==> config.mk <==
export PLATFORM = sky130hd
export DESIGN_NAME = nand_feat_resp
export DESIGN_NICKNAME = d
export VERILOG_FILES = /design/src/rtl/nfr_pkg.sv /design/src/rtl/nfr_sync.sv /design/src/rtl/nfr_byte_rx.sv /design/src/rtl/nfr_regs.sv /design/src/rtl/nand_feat_resp.sv
export SDC_FILE = /design/constraint.sdc
export NUM_CORES = 1
export LEC_CHECK = 0
export CORE_ASPECT_RATIO = 1.2
export CORE_UTILIZATION = 57
export CTS_CLUSTER_SIZE = 25
export DETAILED_ROUTE_END_ITERATION = 8
export PLACE_DENSITY_LB_ADDON = 0.3
export SYNTH_ARGS = -nofsm -noshare
export SYNTH_HDL_FRONTEND = slang
export SYNTH_HIERARCHICAL = 1
export SYNTH_SLANG_ARGS = --single-unit
==> constraint.sdc <==
create_clock -name clk -period 2.2 [get_ports clk]
set_input_delay 0.33 -clock clk [delete_from_list [all_inputs] [get_ports clk]]
set_output_delay 0.33 -clock clk [all_outputs]
set_load 0.01 [all_outputs]
==> src/rtl/nfr_pkg.sv <==
// Package: opcodes, register addresses, field masks and reset values shared
// by the feature register responder. Assumes 8-bit opcode/address/data bytes.
package nfr_pkg;
    localparam int BYTE_W = 8;

    localparam logic [BYTE_W-1:0] OP_GET   = 8'h0F;
    localparam logic [BYTE_W-1:0] OP_SET   = 8'h1F;
    localparam logic [BYTE_W-1:0] OP_WREN  = 8'h06;
    localparam logic [BYTE_W-1:0] OP_WRDIS = 8'h04;

    localparam logic [BYTE_W-1:0] ADR_LOCK = 8'hA0;
    localparam logic [BYTE_W-1:0] ADR_CFG  = 8'hB0;
    localparam logic [BYTE_W-1:0] ADR_STAT = 8'hC0;

    // Writable configuration bits: OTP access (6), on-die ECC (4), quad (0)
    localparam logic [BYTE_W-1:0] CFG_MASK = 8'h51;

    localparam logic [BYTE_W-1:0] LOCK_RST = 8'h38;
    localparam logic [BYTE_W-1:0] CFG_RST  = 8'h10;

    // Frame position of the command decoder
    typedef enum logic [2:0] {
        FR_OPCODE,
        FR_ADDR,
        FR_WDATA,
        FR_SINGLE,
        FR_DRAIN
    } frame_t;
endpackage

==> src/rtl/nfr_sync.sv <==
// Multi-stage synchronizer for a bundle of asynchronous pins.
// Assumes each pin changes slowly relative to clk (no bus coherence needed).
module nfr_sync #(
    parameter int STAGES = 2,
    parameter int WIDTH  = 3,
    parameter logic [WIDTH-1:0] RST_VAL = '0
) (
    input  logic             clk,
    input  logic             rst_n,
    input  logic [WIDTH-1:0] d_i,
    output logic [WIDTH-1:0] q_o
);
    logic [WIDTH-1:0] stg [STAGES];

    // Shift the pins through the flop chain
    always_ff @(posedge clk) begin
        if (!rst_n) begin
            for (int k = 0; k < STAGES; k++) stg[k] <= RST_VAL;
        end else begin
            stg[0] <= d_i;
            for (int k = 1; k < STAGES; k++) stg[k] <= stg[k-1];
        end
    end

    assign q_o = stg[STAGES-1];
endmodule

==> src/rtl/nfr_byte_rx.sv <==
// SPI mode-0 edge detector and byte deserializer working on synchronized pins.
// Reports falling SCLK edges, a byte-complete strobe one cycle after the 8th
// rising edge, chip-select rise, and whether the bit counter sits on a byte
// boundary. Assumes SCLK is at least 4 clk periods per phase.
module nfr_byte_rx #(
    parameter int BYTE_W = 8,
    localparam int CNT_W = $clog2(BYTE_W)
) (
    input  logic              clk,
    input  logic              rst_n,
    input  logic              sck_s,
    input  logic              cs_n_s,
    input  logic              mosi_s,
    output logic              sck_fall_o,
    output logic              byte_done_o,
    output logic [BYTE_W-1:0] byte_o,
    output logic              aligned_o,
    output logic              cs_rise_o,
    output logic              cs_hi_o
);
    logic              sck_d, cs_d, sck_rise;
    logic [CNT_W-1:0]  bit_cnt;
    logic [BYTE_W-1:0] shreg;

    assign sck_rise   = sck_s & ~sck_d & ~cs_n_s;
    assign sck_fall_o = ~sck_s & sck_d & ~cs_n_s;
    assign cs_rise_o  = cs_n_s & ~cs_d;
    assign cs_hi_o    = cs_n_s;
    assign aligned_o  = (bit_cnt == '0);

    // Previous pin levels for edge detection
    always_ff @(posedge clk) begin
        if (!rst_n) begin
            sck_d <= 1'b0;
            cs_d  <= 1'b1;
        end else begin
            sck_d <= sck_s;
            cs_d  <= cs_n_s;
        end
    end

    // Shift MOSI in on rising edges and flag completed bytes
    always_ff @(posedge clk) begin
        if (!rst_n) begin
            bit_cnt     <= '0;
            shreg       <= '0;
            byte_o      <= '0;
            byte_done_o <= 1'b0;
        end else begin
            byte_done_o <= 1'b0;
            if (cs_n_s) begin
                bit_cnt <= '0;
            end else if (sck_rise) begin
                shreg   <= {shreg[BYTE_W-2:0], mosi_s};
                bit_cnt <= bit_cnt + 1'b1;
                if (bit_cnt == CNT_W'(BYTE_W-1)) begin
                    byte_o      <= {shreg[BYTE_W-2:0], mosi_s};
                    byte_done_o <= 1'b1;
                end
            end
        end
    end

    // a deselected bus always leaves the counter on a byte boundary
    p_cnt_clear_r7: assert property (@(posedge clk) disable iff (!rst_n)
        cs_n_s |=> aligned_o);
endmodule

==> src/rtl/nfr_regs.sv <==
// Feature register file: block protection, masked configuration, status
// fields loaded by the array model, and the write-enable latch.
// Assumes at most one host write per cycle; status fields are never host-written.
module nfr_regs
    import nfr_pkg::*;
(
    input  logic              clk,
    input  logic              rst_n,
    input  logic              wr_i,
    input  logic [BYTE_W-1:0] wr_addr_i,
    input  logic [BYTE_W-1:0] wr_data_i,
    input  logic [BYTE_W-1:0] rd_addr_i,
    output logic [BYTE_W-1:0] rd_data_o,
    input  logic              wel_set_i,
    input  logic              wel_clr_i,
    input  logic              upd_i,
    input  logic              upd_busy_i,
    input  logic              upd_efail_i,
    input  logic              upd_pfail_i,
    input  logic [1:0]        upd_ecc_i,
    output logic [BYTE_W-1:0] lock_o,
    output logic [BYTE_W-1:0] cfg_o,
    output logic              wel_o
);
    logic       busy_q, efail_q, pfail_q;
    logic [1:0] ecc_q;

    // Host-writable registers
    always_ff @(posedge clk) begin
        if (!rst_n) begin
            lock_o <= LOCK_RST;
            cfg_o  <= CFG_RST;
        end else if (wr_i) begin
            if (wr_addr_i == ADR_LOCK) lock_o <= wr_data_i;
            if (wr_addr_i == ADR_CFG)  cfg_o  <= wr_data_i & CFG_MASK;
        end
    end

    // Status fields owned by the array model
    always_ff @(posedge clk) begin
        if (!rst_n) begin
            busy_q  <= 1'b0;
            efail_q <= 1'b0;
            pfail_q <= 1'b0;
            ecc_q   <= 2'b00;
        end else if (upd_i) begin
            busy_q  <= upd_busy_i;
            efail_q <= upd_efail_i;
            pfail_q <= upd_pfail_i;
            ecc_q   <= upd_ecc_i;
        end
    end

    // Write-enable latch
    always_ff @(posedge clk) begin
        if (!rst_n)         wel_o <= 1'b0;
        else if (wel_set_i) wel_o <= 1'b1;
        else if (wel_clr_i) wel_o <= 1'b0;
    end

    // Register read mux; unknown addresses read zero
    always_comb begin
        case (rd_addr_i)
            ADR_LOCK: rd_data_o = lock_o;
            ADR_CFG:  rd_data_o = cfg_o;
            ADR_STAT: rd_data_o = {2'b00, ecc_q, pfail_q, efail_q, wel_o, busy_q};
            default:  rd_data_o = '0;
        endcase
    end

    // status fields move only on an array-model load
    p_stat_hold_r3: assert property (@(posedge clk) disable iff (!rst_n)
        !upd_i |=> $stable({busy_q, efail_q, pfail_q, ecc_q}));
    // a configuration write keeps only the defined bits
    p_cfg_write_r2: assert property (@(posedge clk) disable iff (!rst_n)
        (wr_i && wr_addr_i == ADR_CFG) |=> cfg_o == ($past(wr_data_i) & CFG_MASK));
    // the latch moves only on a write-enable or write-disable strobe
    p_wel_hold_r4: assert property (@(posedge clk) disable iff (!rst_n)
        (!wel_set_i && !wel_clr_i) |=> $stable(wel_o));
endmodule

==> src/rtl/nand_feat_resp.sv <==
// Top: SPI mode-0 responder for serial NAND feature registers. Decodes the
// read-register, write-register, write-enable and write-disable commands,
// and serializes read data MSB first on falling SCLK edges.
// Assumes the SCLK phases are each at least 4 clk periods long.
module nand_feat_resp
    import nfr_pkg::*;
#(
    parameter int SYNC_STAGES = 2
) (
    input  logic              clk,
    input  logic              rst_n,
    input  logic              spi_sck,
    input  logic              spi_cs_n,
    input  logic              spi_mosi,
    output logic              spi_miso,
    input  logic              ar_upd,
    input  logic              ar_busy,
    input  logic              ar_erase_fail,
    input  logic              ar_prog_fail,
    input  logic [1:0]        ar_ecc,
    output logic [BYTE_W-1:0] blk_lock,
    output logic [BYTE_W-1:0] cfg_bits,
    output logic              wr_enabled
);
    localparam int TXC_W = $clog2(BYTE_W + 1);

    logic              sck_s, cs_n_s, mosi_s;
    logic              sck_fall, byte_done, aligned, cs_rise, cs_hi;
    logic [BYTE_W-1:0] rx_byte, op_q, addr_q, rd_data;
    logic [BYTE_W-1:0] tx_sr;
    logic [TXC_W-1:0]  tx_left;
    logic              reg_wr, wel_set, wel_clr;
    frame_t            frame_q;

    nfr_sync #(.STAGES(SYNC_STAGES), .WIDTH(3), .RST_VAL(3'b010)) u_sync (
        .clk   (clk),
        .rst_n (rst_n),
        .d_i   ({spi_sck, spi_cs_n, spi_mosi}),
        .q_o   ({sck_s, cs_n_s, mosi_s})
    );

    nfr_byte_rx #(.BYTE_W(BYTE_W)) u_rx (
        .clk         (clk),
        .rst_n       (rst_n),
        .sck_s       (sck_s),
        .cs_n_s      (cs_n_s),
        .mosi_s      (mosi_s),
        .sck_fall_o  (sck_fall),
        .byte_done_o (byte_done),
        .byte_o      (rx_byte),
        .aligned_o   (aligned),
        .cs_rise_o   (cs_rise),
        .cs_hi_o     (cs_hi)
    );

    // Host write fires when the data byte of a write-register command lands
    assign reg_wr  = byte_done && (frame_q == FR_WDATA);
    // Single-byte commands commit at deselect, only on a clean byte boundary
    assign wel_set = cs_rise && aligned && (frame_q == FR_SINGLE) && (op_q == OP_WREN);
    assign wel_clr = cs_rise && aligned && (frame_q == FR_SINGLE) && (op_q == OP_WRDIS);

    nfr_regs u_regs (
        .clk         (clk),
        .rst_n       (rst_n),
        .wr_i        (reg_wr),
        .wr_addr_i   (addr_q),
        .wr_data_i   (rx_byte),
        .rd_addr_i   (rx_byte),
        .rd_data_o   (rd_data),
        .wel_set_i   (wel_set),
        .wel_clr_i   (wel_clr),
        .upd_i       (ar_upd),
        .upd_busy_i  (ar_busy),
        .upd_efail_i (ar_erase_fail),
        .upd_pfail_i (ar_prog_fail),
        .upd_ecc_i   (ar_ecc),
        .lock_o      (blk_lock),
        .cfg_o       (cfg_bits),
        .wel_o       (wr_enabled)
    );

    // Command frame sequencer: opcode, address, data, then drain
    always_ff @(posedge clk) begin
        if (!rst_n) begin
            frame_q <= FR_OPCODE;
            op_q    <= '0;
            addr_q  <= '0;
        end else if (cs_hi) begin
            frame_q <= FR_OPCODE;
        end else if (byte_done) begin
            case (frame_q)
                FR_OPCODE: begin
                    op_q <= rx_byte;
                    if (rx_byte == OP_GET || rx_byte == OP_SET)
                        frame_q <= FR_ADDR;
                    else if (rx_byte == OP_WREN || rx_byte == OP_WRDIS)
                        frame_q <= FR_SINGLE;
                    else
                        frame_q <= FR_DRAIN;
                end
                FR_ADDR: begin
                    addr_q  <= rx_byte;
                    frame_q <= (op_q == OP_SET) ? FR_WDATA : FR_DRAIN;
                end
                default: frame_q <= FR_DRAIN;
            endcase
        end
    end

    // Read-data serializer: load after the address byte, shift on falling SCLK
    always_ff @(posedge clk) begin
        if (!rst_n) begin
            tx_sr    <= '0;
            tx_left  <= '0;
            spi_miso <= 1'b0;
        end else if (cs_hi) begin
            tx_left  <= '0;
            spi_miso <= 1'b0;
        end else if (byte_done && frame_q == FR_ADDR && op_q == OP_GET) begin
            tx_sr   <= rd_data;
            tx_left <= TXC_W'(BYTE_W);
        end else if (sck_fall) begin
            if (tx_left != '0) begin
                spi_miso <= tx_sr[BYTE_W-1];
                tx_sr    <= {tx_sr[BYTE_W-2:0], 1'b0};
                tx_left  <= tx_left - 1'b1;
            end else begin
                spi_miso <= 1'b0;
            end
        end
    end

    // the data line is quiet while the part is deselected
    p_miso_quiet_r1: assert property (@(posedge clk) disable iff (!rst_n)
        cs_hi |=> !spi_miso);
    // the latch never moves in the middle of a selected frame
    p_wel_frame_r4: assert property (@(posedge clk) disable iff (!rst_n)
        (!cs_rise) |=> $stable(wr_enabled));
endmodule

==> metrics.md, run 1 <==
| Metric | Value |
|---|---|
| Residual DRC count | `0` |
| FF-to-FF Start | `u_rx/byte_o[4]` |
| Final Cycle Share | `approximately nine tenths` |
| Final ANT Viol Nets | `0` |
| Sequential share of power | `between 50% and 60%` |
| Final setup vio count | `0` |
| Share of cells above drive strength 1 | `15.4%` |
| 1st-pass router iterations | `5` |
| Critical Path Start Type | `flip-flop` |
| Internal power | `approximately 0.0021 W` |
| Core Area | `~5700 um^2` |
| Multi-input gate area | `1680 um^2` |
| Diodes inserted | `0` |
| Synth Instances | `364` |
| R2R depth | `5` |
| Reg area | `1520 um^2` |
| FP Rows | `30` |
| Port Buffers | `23` |
| Worst setup EP type | `flip-flop` |
| Drt wl/cell | `15.2 um` |
| GP Congestion | `roughly 0.84` |
| PwrDens | `672 nW/um^2` |
| Synthesized area | `3440 um^2` |
| Outcome | `finished clean` |
| Boundary pin count | `29` |
| Final Hold Fails | `0` |
| Slew HR | `34.7%` |
| FF-to-FF End | `tx_sr[5]` |
| Fill cell count | `between 400 and 500` |
| Vias | `2,739` |
| All-Layer GR Usage | `25.8%` |
| R2R setup slack | `~190 ps` |
| Hold Crit Class | `in -> reg` |
| Fin. max-slew vios | `0` |
| Post-DP HPWL | `5170 um` |
| Synth Flop Type | `dfxtp_1` |
| Hold_buf cts | `0` |
| Die Wd | `72.9 um` |
| 1st-iter DRT viols | `~170` |
| Final min period | `2010 ps` |
| Register area share after synthesis | `approximately 44%` |
| RSZ-0062 raised after global routing | `no` |
| CTS Buffer Depth | `2` |
| Asr flop ratio synth | `0%` |
| Synth cell count leaders | `dfxtp_1, nand2_1, nor2_1` |
| CP max FO | `8` |
| CP Cell Sequence | `nor4b_1 -> and4b_1 -> a22o_1 -> nor2_1 -> a221oi_2` |
| Cell taking the most area after synthesis | `dfxtp_1` |
| Post-cts resize count | `0` |
| Number of synthesized flops with an enable pin | `0` |
| CTS tree | `yes` |
| Most common cell in the netlist | `dfxtp_1` |
| WP data arrival | `roughly 2300 ps` |
| Ranking of synthesized cells by area | `dfxtp_1, mux2i_1, nand2_1` |
| Die area | `6340 um^2` |
| Yosys top cell area share | `44.3%` |
| Max_cap viols | `0` |
| Yosys warns | `6` |
| Area Growth Syn to Fin | `13.9%` |
| Clock sink count | `76` |
| Vias in the first global route | `2,691` |
| FMAX | `0.497 GHz` |
| H-tree levels | `3` |
| Vias per cell | `approximately 5.8` |
| Clock Power Share | `43.8%` |
| Switch share | `about 21%` |
| Routed WL | `7240 um` |
| WHS Path Cells | `2` |
| Worst slew pin tran | `972 ps` |
| Initial antenna violation count | `0` |
| CP max stage cell | `nor4b_1` |
| CP max stage delay | `about 580 ps` |
| Logic pwr share | `3.2%` |
| VDD IR-drop max | `488 uV` |
| Clock transition at path regs | `80 ps` |
| Clock latency on the worst-skew pair | `350 ps` |
| Die Ht | `87.1 um` |
| Nets@finish | `406` |
| LEAKAGE | `1.41 nW` |
| Hold endpoint | `u_regs/lock_o[5]` |
| Final core utilization | `approximately two thirds` |
| CTS Buf Count | `9` |
| Crit Path Category | `reg -> reg` |
| Post-Syn Area per Cell | `9.44 um^2` |
| CTS root buf | `clkbuf_8` |
| Setup bufs post-CTS | `0` |
| CP Data Required Time | `around 2500 ps` |
| Grt total ovfl | `0` |
| Largest net degree at the start of global routing | `34` |
| First-pass GRT wire length | `12,300 um` |
| Library cells used by synthesis | `between 50 and 60` |
| Fin Setup TNS | `0 ps` |
| Sw power | `0.000565 W` |
| Starting density of the core | `approximately 60%` |
| Hold Startpoint | `rst_n` |
| Clock skew | `11.5 ps` |
| FF+latch count, synth | `76` |
## critical path, delay by kind of cell, from the launching register on
family,cells,cell delay [ps]
flops,1,400
compound gates,2,450
simple gates,3,1080
## layout make-up
class | count | share of cell area (%)
inverter | 13 | 1.25
clock buffer | 13 | 4.57
clock inverter | 3 | 1.09
sequential | 76 | 38.9
tap | 80 | 2.56
timing repair buffer | 38 | 8.63
multi-input combinational | 253 | 43.0
## state kept, by name (all words and copies together), names as in the netlist
name and flops:
addr_q 8, op_q 8, tx_sr 8, u_regs/lock_o 8
u_rx/byte_o 8, u_rx/shreg 7, u_sync/stg 6, tx_left 4
frame_q 3, u_regs/cfg_o 3, u_rx/bit_cnt 3, u_regs/ecc_q 2
spi_miso 1, u_regs/busy_q 1, u_regs/efail_q 1, u_regs/pfail_q 1
u_regs/wel_o 1, u_rx/byte_done_o 1, u_rx/cs_d 1, u_rx/sck_d 1
## layout by cell type, fill, tap and decap left out, types with 7 or more instances in the layout
cell type / count
nor4_1: 13
nand3_1: 25
mux2i_1: 23
a21oi_1: 13
a221oi_2: 7
clkbuf_8: 13
dfxtp_1: 76
nor2_1: 32
clkdlybuf4s50_1: 22
o21ai_2: 8
o21ai_0: 10
inv_1: 12
buf_4: 15
nand2_1: 39
## worst max path at each step
stage | start | end | slack (ps) | cells after the start
floorplan | u_sync/stg[0][4] | addr_q[0] | 380 | 8
global placement | u_rx/byte_o[4] | tx_sr[4] | 290 | 5
detailed placement | u_rx/byte_o[4] | tx_sr[5] | 220 | 6
CTS | u_rx/byte_o[4] | tx_sr[5] | 190 | 6
global route | u_rx/byte_o[4] | tx_sr[5] | 50 | 6
finish | u_rx/byte_o[4] | tx_sr[5] | 190 | 5
## through the flow
| stage | setup slack, ps | cells | area (um^2) | power (W) | hold WS [ps] |
|---|---|---|---|---|---|
| floorplan | 379 | 368 | 3450 | 0.00149 | 386 |
| global placement | 291 | 460 | 3690 | 0.00151 | 398 |
| detailed placement | 217 | 460 | 3690 | 0.00151 | 398 |
| CTS | 195 | 476 | 3910 | 0.00264 | 316 |
| global route | 51.1 | 476 | 3910 | 0.00272 | 337 |
| finish | 189 | 476 | 3910 | 0.00263 | 326 |
## logic make-up (layout without fill, tap and decap cells)
kind of cell             count (synthesis)  in the layout  synth area share, %
flip-flops                              76             76                 44.3
adder cells (fa/ha/maj)                  4              4                 1.46
other                                    1              5                0.109
multiplexers                            24             24                 7.03
buffers and inverters                   39             67                 7.17
XOR/XNOR                                 3              3                0.765
AND/OR/NAND/NOR                        161            161                 26.1
AO/OA/AOI/OAI                           56             56                 13.1
## layer usage
layer	part of all wire, %	track usage, %	vias to the layer above
li1	-	-	1343
met2	50	44.3	83
met1	42	29.5	1297
met3	5.2	6.02	16
met5	0	0	-
met4	2.5	13.5	0
## power groups by stage
stage          Sequential (W)  Clock (W)  Combinational (W)
4_1_cts               0.00139    0.00117          0.0000836
2_1_floorplan         0.00142          0          0.0000664
3_3_place_gp          0.00143          0          0.0000823
5_1_grt               0.00139    0.00124          0.0000932
6_report              0.00139    0.00115          0.0000837
3_5_place_dp          0.00143          0          0.0000830
Power figures use the tool's default switching activity.
==> run 2: changes to the inputs <==
--- a/config.mk
+++ b/config.mk
@@ -6,11 +6,10 @@
 export NUM_CORES = 1
 export LEC_CHECK = 0
 export CORE_ASPECT_RATIO = 1.2
-export CORE_UTILIZATION = 57
+export CORE_UTILIZATION = 61
 export CTS_CLUSTER_SIZE = 25
 export DETAILED_ROUTE_END_ITERATION = 8
 export PLACE_DENSITY_LB_ADDON = 0.3
 export SYNTH_ARGS = -nofsm -noshare
 export SYNTH_HDL_FRONTEND = slang
-export SYNTH_HIERARCHICAL = 1
 export SYNTH_SLANG_ARGS = --single-unit
==> constraint.sdc (replaced) <==
create_clock -name clk -period 2.34 [get_ports clk]
set_input_delay 0.351 -clock clk [delete_from_list [all_inputs] [get_ports clk]]
set_output_delay 0.351 -clock clk [all_outputs]
set_load 0.01 [all_outputs]
==> run 2 against run 1 <==
Register-to-register slack improved by 190 ps. First-iteration DRC count increased by 4.1%. Setup slack improved by 190 ps. Fmax increased by 2.8%. Critical path type unchanged. Largest power group unchanged.
==> metrics.md, run 2 <==
| Metric | Value |
|---|---|
| Outcome | `finished clean (unchanged)` |
| Synth cell count leaders | `dfxtp_1, nand2_1, a21oi_1 (was dfxtp_1, nand2_1, nor2_1)` |
| Die area | `5650 um^2 (was 6340 um^2)` |
| VDD IR-drop max | `449 uV (was 488 uV)` |
| LEAKAGE | `1.31 nW (was 1.41 nW)` |
| Fin. max-slew vios | `0 (unchanged)` |
| FP Rows | `28 (was 30)` |
| 1st-pass router iterations | `4 (was 5)` |
| CTS tree | `yes (unchanged)` |
| 1st-iter DRT viols | `179 (was 172)` |
| Synthesized area | `3270 um^2 (was 3440 um^2)` |
| CP max stage delay | `550 ps (was 580 ps)` |
| Yosys warns | `0 (was 6)` |
| Ranking of synthesized cells by area | `dfxtp_1, mux2i_1, a21oi_1 (was dfxtp_1, mux2i_1, nand2_1)` |
| Die Wd | `68.8 um (was 72.9 um)` |
| Vias in the first global route | `2,526 (was 2,691)` |
| Die Ht | `82.2 um (was 87.1 um)` |
| Routed WL | `7320 um (was 7240 um)` |
| Hold Startpoint | `u_sync.stg[0][0] (was rst_n)` |
| Sw power | `0.000514 W (was 0.000565 W)` |
| Max_cap viols | `0 (unchanged)` |
| Final setup vio count | `0 (unchanged)` |
| Clock transition at path regs | `80 ps (about the same)` |
| GP Congestion | `0.904 (was 0.838)` |
| Share of cells above drive strength 1 | `9.41% (was 15.4%)` |
| H-tree levels | `3 (unchanged)` |
| RSZ-0062 raised after global routing | `no (unchanged)` |
| Final ANT Viol Nets | `0 (unchanged)` |
| Most common cell after layout, fill and taps aside | `dfxtp_1 (unchanged)` |
| Register area share after synthesis | `46.6% (was 44.3%)` |
| Synth Flop Type | `dfxtp_1 (unchanged)` |
| Yosys top cell area share | `46.6% (was 44.3%)` |
| Worst setup EP type | `flip-flop (unchanged)` |
| Number of synthesized flops with an enable pin | `0 (unchanged)` |
| Hold Crit Class | `reg -> reg (was in -> reg)` |
| Clock sink count | `76 (unchanged)` |
| Synth Instances | `369 (was 364)` |
| Hold_buf cts | `0 (unchanged)` |
| Grt total ovfl | `0 (unchanged)` |
| Port Buffers | `23 (unchanged)` |
| Vias per cell | `5.96 (was 5.75)` |
| Sequential share of power | `51.7% (was 53.0%)` |
| Core Area | `5040 um^2 (was 5740 um^2)` |
| Setup bufs post-CTS | `0 (unchanged)` |
| Crit Path Category | `reg -> reg (unchanged)` |
| Clock skew | `10.8 ps (was 11.5 ps)` |
| Post-cts resize count | `0 (unchanged)` |
| FMAX | `0.511 GHz (was 0.497 GHz)` |
| Starting density of the core | `64.7% (was 59.8%)` |
| Slew HR | `57.5% (was 34.7%)` |
| Boundary pin count | `29 (unchanged)` |
| FF-to-FF Start | `u_rx.byte_o[2] (was u_rx/byte_o[4])` |
| CP Data Required Time | `2630 ps (was 2470 ps)` |
| Cell taking the most area after synthesis | `dfxtp_1 (unchanged)` |
| Nets@finish | `403 (was 406)` |
| Fin Setup TNS | `0 ps (unchanged)` |
| Most common cell in the netlist | `dfxtp_1 (unchanged)` |
| Library cells used by synthesis | `52 (was 54)` |
| Internal power | `0.00202 W (was 0.00207 W)` |
| First-pass GRT wire length | `11,600 um (was 12,300 um)` |
| Critical Path Start Type | `flip-flop (unchanged)` |
| Setup ws final | `383 ps (was 189 ps)` |
| All-Layer GR Usage | `28.1% (was 25.8%)` |
| CTS Buf Count | `9 (unchanged)` |
| Vias | `2,702 (was 2,739)` |
| CTS Buffer Depth | `2 (unchanged)` |
| Final core utilization | `74.7% (was 68.1%)` |
| WP data arrival | `2250 ps (was 2280 ps)` |
| Initial antenna violation count | `0 (unchanged)` |
| Worst slew pin tran | `630 ps (was 972 ps)` |
| CP max stage cell | `or4_1 (was nor4b_1)` |
| Final Hold Fails | `0 (unchanged)` |
| Clock Power Share | `45.9% (was 43.8%)` |
| Post-DP HPWL | `5020 um (was 5170 um)` |
| Asr flop ratio synth | `0% (unchanged)` |
| Residual DRC count | `0 (unchanged)` |
| Diodes inserted | `0 (unchanged)` |
| Drt wl/cell | `16.2 um (was 15.2 um)` |
| CP max FO | `6 (was 8)` |
| Switch share | `20.3% (was 21.5%)` |
| Largest net degree at the start of global routing | `46 (was 34)` |
| CP Cell Sequence | `nor4_1 -> o211ai_1 -> or4_1 -> a21oi_1 (was nor4b_1 -> and4b_1 -> a22o_1 -> nor2_1 -> a221oi_2)` |
| PwrDens | `673 nW/um^2 (was 672 nW/um^2)` |
| Crit path from | `u_rx.byte_o[2] (was u_rx/byte_o[4])` |
| Fill cell count | `375 (was 462)` |
| Clock latency on the worst-skew pair | `350 ps (about the same)` |
| Most frequent cells in the layout | `dfxtp_1, nand2_1, a21oi_1 (was dfxtp_1, nand2_1, nor2_1)` |
| CTS root buf | `clkbuf_8 (unchanged)` |
| Final Cycle Share | `83.6% (was 91.4%)` |
| Setup WS pre-CTS | `439 ps (was 217 ps)` |
| FF+latch count, synth | `76 (unchanged)` |
| Final min period | `1960 ps (was 2010 ps)` |
| Logic pwr share | `2.4% (was 3.2%)` |
| Area Growth Syn to Fin | `15.3% (was 13.9%)` |
| Post-Syn Area per Cell | `8.85 um^2 (was 9.44 um^2)` |
==> run 2: worst max-delay path, delay by kind of cell (launching register included) <==
family,cells,cell delay [ps]
AND/OR/NAND/NOR,2,1050
flip-flops,1,390
AO/OA/AOI/OAI,2,460
==> run 2: routing by layer <==
layer | GRT usage (%) | share of wire [%] | vias up
met2 | 47.6 | 50 | 60
li1 | - | - | 1328
met4 | 12.9 | 2.7 | 0
met1 | 33.4 | 44 | 1297
met5 | 0 | 0 | -
met3 | 6.04 | 3.9 | 17
==> run 2: layout make-up <==
cell class                      count  area (um^2)  share of cell area (%)
Multi-Input combinational cell    260         1600                    42.4
Sequential cell                    76         1520                    40.4
Timing Repair Buffer               33          305                    8.11
Clock buffer                       13          169                    4.49
Tap cell                           60         75.1                    1.99
Clock inverter                      3         67.6                    1.79
Inverter                            8         30.0                   0.797
==> run 2: power groups by stage <==
stage | clock network (W) | registers (W) | logic, W
3_3_place_gp | 0 | 0.00134 | 0.0000597
3_5_place_dp | 0 | 0.00134 | 0.0000605
6_report | 0.00116 | 0.00131 | 0.0000611
2_1_floorplan | 0 | 0.00134 | 0.0000429
4_1_cts | 0.00117 | 0.00131 | 0.0000610
5_1_grt | 0.00122 | 0.00131 | 0.0000668
==> run 2: final timing paths <==
check,end,slack [ps],cells past startpoint
setup / recovery,tx_sr[3],380,4
hold / removal,u_sync.stg[0][3],450,1
setup reg to reg,tx_sr[3],380,4
hold reg to reg,u_sync.stg[0][3],450,1
==> run 2: logic make-up (layout without fill, tap and decap cells) <==
logic type | after synthesis | count (layout) | synth area share (%)
AOI/OAI and AO/OA | 73 | 73 | 12.9
xor gates and xnor gates | 3 | 3 | 0.805
adders and majority gates | 4 | 4 | 1.53
buffers and inverters | 37 | 57 | 4.94
DFF | 76 | 76 | 46.6
muxes | 25 | 25 | 7.74
other | 1 | 5 | 0.115
and+or+nand+nor | 150 | 150 | 25.4
==> run 2: per-stage QoR <==
| step | std cells | area [um^2] | power [W] | hold slack [ps] |
|---|---|---|---|---|
| after floorplan | 373 | 3280 | 0.00138 | 386 |
| after global placement | 437 | 3530 | 0.00140 | 417 |
| after detailed placement | 437 | 3530 | 0.00140 | 425 |
| after CTS | 453 | 3770 | 0.00254 | 446 |
| after global routing | 453 | 3770 | 0.00260 | 465 |
| final | 453 | 3770 | 0.00253 | 445 |
